`src/rtl/fp32_mul_pkg.sv`:
```
`timescale 1ns/1ps
// Package: fp32_mul_pkg
// Purpose : default field widths for the single-precision multiplier.
// Assumes : binary interchange layout, sign at the top.
package fp32_mul_pkg;
    localparam int FP_EXP_W  = 8;
    localparam int FP_FRAC_W = 23;
    localparam int FP_WORD_W = 1 + FP_EXP_W + FP_FRAC_W;
endpackage

```
`src/rtl/fp_field_split.sv`:
```
`timescale 1ns/1ps
// Module : fp_field_split
// Purpose: splits one packed word into sign, exponent and significand,
//          restoring the hidden one, and classifies the exponent code.
// Assumes: an exponent code of zero denotes zero (no subnormals).
module fp_field_split #(
    parameter int EXP_W  = 8,
    parameter int FRAC_W = 23,
    localparam int WORD_W = 1 + EXP_W + FRAC_W,
    localparam int SIG_W  = FRAC_W + 1
) (
    input  logic [WORD_W-1:0] word,
    output logic              sign,
    output logic [EXP_W-1:0]  expo,
    output logic [SIG_W-1:0]  sig,
    output logic              is_zero,
    output logic              is_top
);
    // Field extraction and code classification.
    always_comb begin
        sign    = word[WORD_W-1];
        expo    = word[WORD_W-2 -: EXP_W];
        sig     = {1'b1, word[FRAC_W-1:0]};
        is_zero = (expo == '0);
        is_top  = (expo == '1);
    end
endmodule

```
`src/rtl/sig_array_mult.sv`:
```
`timescale 1ns/1ps
// Module : sig_array_mult
// Purpose: unsigned significand multiplier built as a row chain of
//          shifted partial products.
// Assumes: operands are plain unsigned magnitudes.
module sig_array_mult #(
    parameter int SIG_W = 24,
    localparam int PW   = 2 * SIG_W
) (
    input  logic [SIG_W-1:0] ma,
    input  logic [SIG_W-1:0] mb,
    output logic [PW-1:0]    prod
);
    logic [PW-1:0] part [SIG_W+1];

    assign part[0] = '0;

    // One row per multiplier bit: add the shifted multiplicand when set.
    for (genvar gi = 0; gi < SIG_W; gi++) begin : g_row
        assign part[gi+1] = part[gi] + (mb[gi] ? (PW'(ma) << gi) : '0);
    end

    assign prod = part[SIG_W];
endmodule

```
`src/rtl/fp_norm_pack.sv`:
```
`timescale 1ns/1ps
// Module : fp_norm_pack
// Purpose: normalizes the significand product by at most one place,
//          applies range limits and packs the result word and flags.
// Assumes: exp_in already holds ea+eb-bias as a signed value; the
//          product lies in [1,4) so one right shift suffices.
module fp_norm_pack #(
    parameter int EXP_W  = 8,
    parameter int FRAC_W = 23,
    localparam int WORD_W = 1 + EXP_W + FRAC_W,
    localparam int PW     = 2 * (FRAC_W + 1),
    localparam int ESW    = EXP_W + 2
) (
    input  logic                  valid,
    input  logic                  sign,
    input  logic                  any_zero,
    input  logic                  any_top,
    input  logic signed [ESW-1:0] exp_in,
    input  logic [PW-1:0]         prod,
    output logic [WORD_W-1:0]     word,
    output logic                  ovf,
    output logic                  unf
);
    localparam logic signed [ESW-1:0] E_CEIL = ESW'((1 << EXP_W) - 1);

    logic                  shift;
    logic [FRAC_W-1:0]     frac;
    logic signed [ESW-1:0] exp_adj;

    // Normalization: bit PW-1 decides between the two fraction windows.
    always_comb begin
        shift   = prod[PW-1];
        frac    = shift ? prod[PW-2 -: FRAC_W] : prod[PW-3 -: FRAC_W];
        exp_adj = exp_in + (shift ? ESW'(1) : ESW'(0));
    end

    // Packing with priority zero > saturate > flush > normal.
    always_comb begin
        ovf = 1'b0;
        unf = 1'b0;
        if (any_zero) begin
            word = {sign, {(WORD_W-1){1'b0}}};
        end else if (any_top || exp_adj >= E_CEIL) begin
            word = {sign, {EXP_W{1'b1}}, {FRAC_W{1'b0}}};
            ovf  = valid;
        end else if (exp_adj <= 0) begin
            word = {sign, {(WORD_W-1){1'b0}}};
            unf  = valid;
        end else begin
            word = {sign, exp_adj[EXP_W-1:0], frac};
        end
    end
endmodule

```
`src/rtl/fp32_mul_unit.sv`:
```
`timescale 1ns/1ps
// Module : fp32_mul_unit
// Purpose: two-stage floating-point multiplier. Stage 1 unpacks, adds
//          exponents and multiplies significands; stage 2 normalizes,
//          packs and registers the result with its flags.
// Assumes: truncation only, no subnormal or NaN handling.
module fp32_mul_unit
    import fp32_mul_pkg::*;
#(
    parameter int EXP_W  = FP_EXP_W,
    parameter int FRAC_W = FP_FRAC_W,
    localparam int WORD_W = 1 + EXP_W + FRAC_W,
    localparam int SIG_W  = FRAC_W + 1,
    localparam int PW     = 2 * SIG_W,
    localparam int ESW    = EXP_W + 2,
    localparam int BIAS   = (1 << (EXP_W - 1)) - 1
) (
    input  logic              clk,
    input  logic              rst_n,
    input  logic              in_valid,
    input  logic [WORD_W-1:0] op_a,
    input  logic [WORD_W-1:0] op_b,
    output logic              out_valid,
    output logic [WORD_W-1:0] product,
    output logic              ovf_flag,
    output logic              unf_flag
);
    logic [WORD_W-1:0] ops   [2];
    logic              sgn   [2];
    logic [EXP_W-1:0]  expo  [2];
    logic [SIG_W-1:0]  sig   [2];
    logic              zro   [2];
    logic              top   [2];

    assign ops[0] = op_a;
    assign ops[1] = op_b;

    // One field splitter per operand.
    for (genvar gi = 0; gi < 2; gi++) begin : g_split
        fp_field_split #(.EXP_W(EXP_W), .FRAC_W(FRAC_W)) split_i (
            .word    (ops[gi]),
            .sign    (sgn[gi]),
            .expo    (expo[gi]),
            .sig     (sig[gi]),
            .is_zero (zro[gi]),
            .is_top  (top[gi])
        );
    end

    logic [PW-1:0]         prod_w;
    logic signed [ESW-1:0] exp_sum;

    sig_array_mult #(.SIG_W(SIG_W)) mult_i (
        .ma   (sig[0]),
        .mb   (sig[1]),
        .prod (prod_w)
    );

    // Exponent adder: both codes carry the offset, so remove one copy.
    always_comb begin
        exp_sum = $signed({2'b00, expo[0]}) + $signed({2'b00, expo[1]})
                - ESW'(BIAS);
    end

    logic                  s1_valid;
    logic                  s1_sign;
    logic                  s1_zero;
    logic                  s1_top;
    logic signed [ESW-1:0] s1_exp;
    logic [PW-1:0]         s1_prod;

    // Stage 1 register: unpacked and multiplied operands.
    always_ff @(posedge clk) begin
        if (!rst_n) begin
            s1_valid <= 1'b0;
            s1_sign  <= 1'b0;
            s1_zero  <= 1'b0;
            s1_top   <= 1'b0;
            s1_exp   <= '0;
            s1_prod  <= '0;
        end else begin
            s1_valid <= in_valid;
            s1_sign  <= sgn[0] ^ sgn[1];
            s1_zero  <= zro[0] | zro[1];
            s1_top   <= top[0] | top[1];
            s1_exp   <= exp_sum;
            s1_prod  <= prod_w;
        end
    end

    logic [WORD_W-1:0] pk_word;
    logic              pk_ovf;
    logic              pk_unf;

    fp_norm_pack #(.EXP_W(EXP_W), .FRAC_W(FRAC_W)) pack_i (
        .valid    (s1_valid),
        .sign     (s1_sign),
        .any_zero (s1_zero),
        .any_top  (s1_top),
        .exp_in   (s1_exp),
        .prod     (s1_prod),
        .word     (pk_word),
        .ovf      (pk_ovf),
        .unf      (pk_unf)
    );

    // Stage 2 register: packed result and flags at the ports.
    always_ff @(posedge clk) begin
        if (!rst_n) begin
            out_valid <= 1'b0;
            product   <= '0;
            ovf_flag  <= 1'b0;
            unf_flag  <= 1'b0;
        end else begin
            out_valid <= s1_valid;
            product   <= pk_word;
            ovf_flag  <= pk_ovf;
            unf_flag  <= pk_unf;
        end
    end
endmodule

```
`config.mk`:
```
export PLATFORM = sky130hd
export DESIGN_NAME = fp32_mul_unit
export DESIGN_NICKNAME = d
export VERILOG_FILES = /design/src/rtl/fp32_mul_pkg.sv /design/src/rtl/fp_field_split.sv /design/src/rtl/sig_array_mult.sv /design/src/rtl/fp_norm_pack.sv /design/src/rtl/fp32_mul_unit.sv
export SDC_FILE = /design/constraint.sdc
export NUM_CORES = 1
export LEC_CHECK = 0
export ABC_AREA = 1
export BUFFER_PORTS_ARGS = -buffer_cell sky130_fd_sc_hd__buf_4
export CAP_MARGIN = 25
export CORE_AREA = 2 2 201 203
export CTS_CLUSTER_SIZE = 16
export DETAILED_ROUTE_END_ITERATION = 7
export DIE_AREA = 0 0 203 205
export GPL_ROUTABILITY_DRIVEN = 0
export PLACE_DENSITY = 0.76
export SLEW_MARGIN = 25
export SYNTH_ARGS = -nofsm -noshare
export SYNTH_HDL_FRONTEND = slang
export SYNTH_SLANG_ARGS = --single-unit
```
`constraint.sdc`:
```
create_clock -name clk -period 15.4 [get_ports clk]
set_input_delay 3.08 -clock clk [delete_from_list [all_inputs] [get_ports clk]]
set_output_delay 3.08 -clock clk [all_outputs]
set_load 0.005 [all_outputs]
```
Yosys cells after proc, flatten, opt, wreduce, memory -nomap -nowiden

Index checks and enable logic that the tools add are counted.

Flip-flop bits (word level): 97
Input bits: 67
Output and inout port bits: 35

$add $sub $neg: 26
$lt $le $gt $ge: 2
Equal/unequal tests: 2
Muxes and demuxes: 27
Bitwise logic cells: 6
Reduce and logical (&&, ||, !) cells: 7

Operator list:

| cell             | count |
|---|---|
| $add 48x48->48   | 17 |
| $mux 31          | 3 |
| $add 48x41->48   | 1 |
| $add 48x43->48   | 1 |
| $add 48x44->48   | 1 |
| $add 48x45->48   | 1 |
| $add 48x46->48   | 1 |
| $add 48x47->48   | 1 |
| $mux 46          | 1 |
| $mux 45          | 1 |
| $mux 44          | 1 |
| $mux 43          | 1 |
| $mux 42          | 1 |
| $mux 41          | 1 |
| $mux 40          | 1 |
| $mux 39          | 1 |
| $mux 38          | 1 |
| $mux 37          | 1 |
| $mux 36          | 1 |
| $mux 35          | 1 |
| $mux 34          | 1 |
| $mux 33          | 1 |
| $mux 32          | 1 |
| $mux 30          | 1 |
| 22 further kinds | 28 |

Longest topological paths before layout

Depth after elaboration: 24
Gate-level depth with buffers: 28
Depth with buffers taken out: 27

Hierarchy

From an unflattened synthesis, not the netlist that was laid out.

Cell total of the unflattened synthesis: 3297
Area total of the unflattened synthesis: 24378.4 um^2

By module, submodules not included:

| module         | times used | cells each | area an instance (um^2) | sequential area each (um^2) |
|---|---|---|---|---|
| sig_array_mult | 1          | 2619       | 19548.7                 | 0.0 |
| fp32_mul_unit  | 1          | 363        | 3149.3                  | 1941.9 |
| fp_norm_pack   | 1          | 211        | 1042.2                  | 0.0 |
| fp_field_split | 2          | 52         | 319.1                   | 0.0 |

Worst setup path before layout

No wires, ideal clock.

Kind: input -> register
Start: in op_a[15]
End: reg s1_prod[45]
Library setup time: 0.113 ns
Arrival: 8.443 ns
Required time: 15.287 ns
Setup slack: 6.844 ns
Cell stages on the path: 25
Path buffers: 1
Cells stage by stage: clkbuf_1 -> nand2_1 -> fa_1 -> inv_1 -> fa_1 -> inv_1 -> fa_1 -> inv_1 -> fa_1 -> fa_1 -> fa_1 -> inv_1 -> fa_1 -> inv_1 -> ha_1 -> a21oi_1 -> o21a_1 -> nor2_1 -> nor2_1 -> nor2_1 -> or2_2 -> a21oi_1 -> nand2_1 -> nand2_1 -> nor2_1

Word-level cells in the longest chain between the ends: 24
Elaborated cells between the ends (all ways): 46
Classes of those cells: 23 x add/sub; 23 x mux

RTL lines:

| item                                      | line                 | RTL |
|---|---|---|
| start: declaration                        | fp32_mul_unit.sv:21  | `input logic [WORD_W-1:0] op_a,` |
| $mux 24 / $mux 25 (equally long branches) | sig_array_mult.sv:20 | `assign part[gi+1] = part[gi] + (mb[gi] ? (PW'(ma) << gi) : '0);` |
| $add 48x48->48 (16 in series)             | sig_array_mult.sv:20 |  |
| $add 48x41->48                            | sig_array_mult.sv:20 |  |
| $add 48x48->48                            | sig_array_mult.sv:20 |  |
| $add 48x43->48                            | sig_array_mult.sv:20 |  |
| $add 48x44->48                            | sig_array_mult.sv:20 |  |
| $add 48x45->48                            | sig_array_mult.sv:20 |  |
| $add 48x46->48                            | sig_array_mult.sv:20 |  |
| $add 48x47->48 (*)                        | sig_array_mult.sv:20 |  |
| end signal: assignment                    | fp32_mul_unit.sv:87  | `s1_prod <= prod_w;` |
| end: declaration                          | fp32_mul_unit.sv:70  | `logic [PW-1:0] s1_prod;` |

Mark *: on every way between the ends. The rest lies on a longest branch, timed or not.
A chain may end at the register's enable or synchronous reset.

Worst setup path after layout

Start: in op_a[14]
End: reg s1_prod[36]

Word-level cells in the longest chain between the ends: 24
Elaborated cells between the ends (all ways): 46
Classes of those cells: 23 x add/sub; 23 x mux

RTL lines:

| item                                      | line |
|---|---|
| $mux 24 / $mux 25 (equally long branches) | sig_array_mult.sv:20 |
| $add 48x48->48 (16 in series)             | sig_array_mult.sv:20 |
| $add 48x41->48                            | sig_array_mult.sv:20 |
| $add 48x48->48                            | sig_array_mult.sv:20 |
| $add 48x43->48                            | sig_array_mult.sv:20 |
| $add 48x44->48                            | sig_array_mult.sv:20 |
| $add 48x45->48                            | sig_array_mult.sv:20 |
| $add 48x46->48 (*)                        | sig_array_mult.sv:20 |
| $add 48x47->48 (*)                        | sig_array_mult.sv:20 |

Marks and branches as above.

==> metrics.yaml <==
global_route:
  antenna_found_initial: 0
  maximum_number_of_pins_on_one_net_before_global_route_repair: 46
  track_usage: 0.289
  grt_pass1_wl_um: 95000
  grt.overflow.total: 0
  vias_in_the_first_global_route: 19400
critical_path:
  critPathTopFamily: "adder cells"
  timing_worst_setup_path_type: "input port to flip-flop"
  critPathArrivalTime_ns: 9.11
  timing.critical_path.required_ns: 15.62
  critPathCaptureType: "flip-flop"
  buf_inv_stages_crit_path: 4
  critical_path.max_stage_delay_ns: 0.58
  crit_path_frequent_cell: "sky130_fd_sc_hd__fa_1"
  crit_chain: "buf_4, nand2_1, fa_1, fa_1, inv_1, fa_1, fa_1, fa_1, fa_1, inv_1, fa_1, inv_1, ha_1, a21oi_1, o21ai_0, o21bai_1, a21oi_1, nand2_1, a21boi_0, nand2_1, nand2_1, nor2_1"
  worst-path-stages: 22
  setup.worst_path.start_class: "input port"
  timing.critical_path.fanout_max: 24
  r2r_cells: 9
  critical-path-slowest-cell: "sky130_fd_sc_hd__fa_1"
clocking:
  post-cts-setup-buffers: 0
  root_cell_of_the_clock_tree: "sky130_fd_sc_hd__clkbuf_16"
  clock_latency_ns: 0.33
  cts.repair.resized: 0
  tritoncts.num_buffers: 9
  path_clk_slew_ns: 0.06
  cts_sinks: 74
  ctsLongestPathBuffers: 2
  cts_tree: "yes"
  htree_num_levels: 3
  cts.hold.buffers_added: 0
die:
  ioPinCount: 102
  placeableCoreArea_um2: 39400
  start_util: 0.552
  dieHeight_um: 205
  design.die.area_um2: 41600
  die-width_um: 203
  placementRows: 73
sta:
  final.min_clock_period_ns: 8.89
  worst_clock_skew_ns: 0.00638
  timing.setup.tns_ns: 0
  worst_slew_pin_slew_ns: 0.759
  timing_max_transition_violations_final: 0
  worst_slew_margin_rel: 0.493
  hold_violations: 0
  min_period_over_period: 0.577
  setup-violations-final: 0
  maxClockFrequency_mhz: 113
  rsz_0062_raised_after_global_routing: "no"
synth:
  synth.yosys.seq_area_share: 0.0681
  postSynthNetCount: 3499
  syn_inst: 2773
  yosys_warnings: 0
  ys_ff_latch: 74
  synthesis.area_um2: 21700
  synth_top_area_share: 0.447
  yosys.area.top_type: "sky130_fd_sc_hd__fa_1"
  async_set_or_reset_flop_fraction_in_the_synthesized_netlist: 0
  yosys-top-cells-area: "sky130_fd_sc_hd__fa_1 (45%), sky130_fd_sc_hd__inv_1 (14%), sky130_fd_sc_hd__nand2_1 (12%)"
  avg_synthesized_cell_area_um2: 7.84
  synth_cell_types: 38
  synth-edff-count: 0
  synthFlopType: "sky130_fd_sc_hd__dfxtp_1"
routing:
  route.final.wire_length_um: 56700
  drc_marker_count_from_the_first_detailed_route_iteration: 1340
  detailedRoute.firstPassIterationCount: 5
  route.vias.total: 17600
  avgViaCountPerCell: 5.33
  route.detailed.wl_per_inst_um: 17.1
  antenna_left: 0
  drc: 0
placement:
  buffers_added_on_ports: 101
  dpl.hpwl_um: 43700
worst_hold_path:
  hold-path-cell-count: 2
  min_path_type: "flip-flop to flip-flop"
job:
  max_cap_viol_count: 0
outcome:
  outcome: "finished clean"
finish:
  area_growth_pct: 6.08
  final_layout_size_suffix_gt1_frac: 0.0524
  diodes: 0
  nNetsFinal: 3506
final timing paths:
check | slack, ns | start | endpoint
setup / recovery | 6.51 | op_a[14] | s1_prod[36]$_SDFF_PN0_
setup reg to reg | 12.70 | s1_prod[47]$_SDFF_PN0_ | product[5]$_SDFF_PP0_
hold reg to reg | 0.42 | s1_sign$_SDFF_PN0_ | product[31]$_SDFF_PN0_
hold / removal | 0.42 | s1_sign$_SDFF_PN0_ | product[31]$_SDFF_PN0_
flip-flops by register name, summed over array words and instances (netlist names):
register and cells:
s1_sign 1, s1_zero 1, s1_top 1, s1_exp 10
s1_valid 1, unf_flag 1, ovf_flag 1, out_valid 1
product 32, s1_prod 25
logic make-up after synthesis:
logic type	Yosys count	share of synthesized area
flip-flops	74	0.0681
multiplexers	1	0.000460
XOR/XNOR	13	0.00558
buffers and inverters	941	0.164
adder cells (fa/ha/maj)	659	0.547
AO/OA/AOI/OAI	178	0.0463
AND/OR/NAND/NOR	907	0.168
cells in the mapped netlist, types with 2 or more instances:
| cell | n |
|---|---|
| sky130_fd_sc_hd__inv_1 | 834 |
| sky130_fd_sc_hd__nor2_1 | 122 |
| sky130_fd_sc_hd__o211ai_1 | 2 |
| sky130_fd_sc_hd__nor3_2 | 21 |
| sky130_fd_sc_hd__fa_1 | 486 |
| sky130_fd_sc_hd__xnor2_1 | 4 |
| sky130_fd_sc_hd__nand2_1 | 693 |
| sky130_fd_sc_hd__o31ai_1 | 2 |
| sky130_fd_sc_hd__a211oi_1 | 2 |
| sky130_fd_sc_hd__a31oi_1 | 8 |
| sky130_fd_sc_hd__a21oi_1 | 76 |
| sky130_fd_sc_hd__and2_1 | 2 |
| sky130_fd_sc_hd__xor2_1 | 8 |
| sky130_fd_sc_hd__a21o_1 | 12 |
| sky130_fd_sc_hd__o21bai_1 | 3 |
| sky130_fd_sc_hd__nor4_1 | 7 |
| sky130_fd_sc_hd__nand4_1 | 10 |
| sky130_fd_sc_hd__nor3_1 | 15 |
| sky130_fd_sc_hd__and3_1 | 2 |
| sky130_fd_sc_hd__a21boi_0 | 8 |
| sky130_fd_sc_hd__o21ai_0 | 53 |
| sky130_fd_sc_hd__o21a_1 | 10 |
| sky130_fd_sc_hd__ha_1 | 173 |
| sky130_fd_sc_hd__clkbuf_1 | 100 |
| sky130_fd_sc_hd__dfxtp_1 | 74 |
| sky130_fd_sc_hd__nand3_1 | 29 |
| sky130_fd_sc_hd__nand2_2 | 2 |
| sky130_fd_sc_hd__buf_6 | 5 |
through the flow:
stage / cells / setup slack (ns) / utilization / instance area (um^2) / hold slack [ns]
after floorplan: 2773 / 6.84 / - / 21700 / 0.390
after global placement: 3294 / 6.31 / 0.577 / 22700 / 0.397
after detailed placement: 3294 / 6.28 / 0.577 / 22700 / 0.409
after CTS: 3310 / 6.63 / 0.586 / 23100 / 0.423
after global routing: 3310 / 6.26 / 0.586 / 23100 / 0.441
final: 3310 / 6.51 / 0.586 / 23100 / 0.419
routing by layer:
layer	track usage	part of all wire	routed length [um]
met1	0.348	0.37	20700
met2	0.513	0.50	28100
met3	0.0455	0.089	5070
met4	0.130	0.049	2790
met5	0	0	0
worst min-delay path, delay by kind of cell, from the launching register on:
family | cells | cell delay, ns
flip-flops | 1 | 0.31
buffers and inverters | 1 | 0.04
AND/OR/NAND/NOR | 1 | 0.04
cell usage in the layout (no fill, tap or decap), types with 7 or more instances in the layout:
master and n:
sky130_fd_sc_hd__nor2_1 122, sky130_fd_sc_hd__nor3_1 15, sky130_fd_sc_hd__xor2_1 8, sky130_fd_sc_hd__a31oi_1 8, sky130_fd_sc_hd__nand4_1 10, sky130_fd_sc_hd__a21boi_0 8
sky130_fd_sc_hd__nand2_1 693, sky130_fd_sc_hd__clkbuf_16 9, sky130_fd_sc_hd__ha_1 173, sky130_fd_sc_hd__nor4_1 7, sky130_fd_sc_hd__nor3_2 21, sky130_fd_sc_hd__o21ai_0 53
sky130_fd_sc_hd__a21oi_1 76, sky130_fd_sc_hd__nand3_1 29, sky130_fd_sc_hd__buf_4 102, sky130_fd_sc_hd__fa_1 486, sky130_fd_sc_hd__o21a_1 10, sky130_fd_sc_hd__a21o_1 12
sky130_fd_sc_hd__inv_1 834, sky130_fd_sc_hd__dfxtp_1 74
layout make-up:
class                      count  area, um^2
timing repair buffer         102         766
sequential                    74        1480
fill                        3483       16300
clock inverter                 6        97.6
tap                          525         657
clock buffer                  10         239
inverter                     835        3130
multi-input combinational   1758       16700
Power is not shown: default switching activity piles up to over one toggle a cycle in this logic, so the estimate is an artifact.
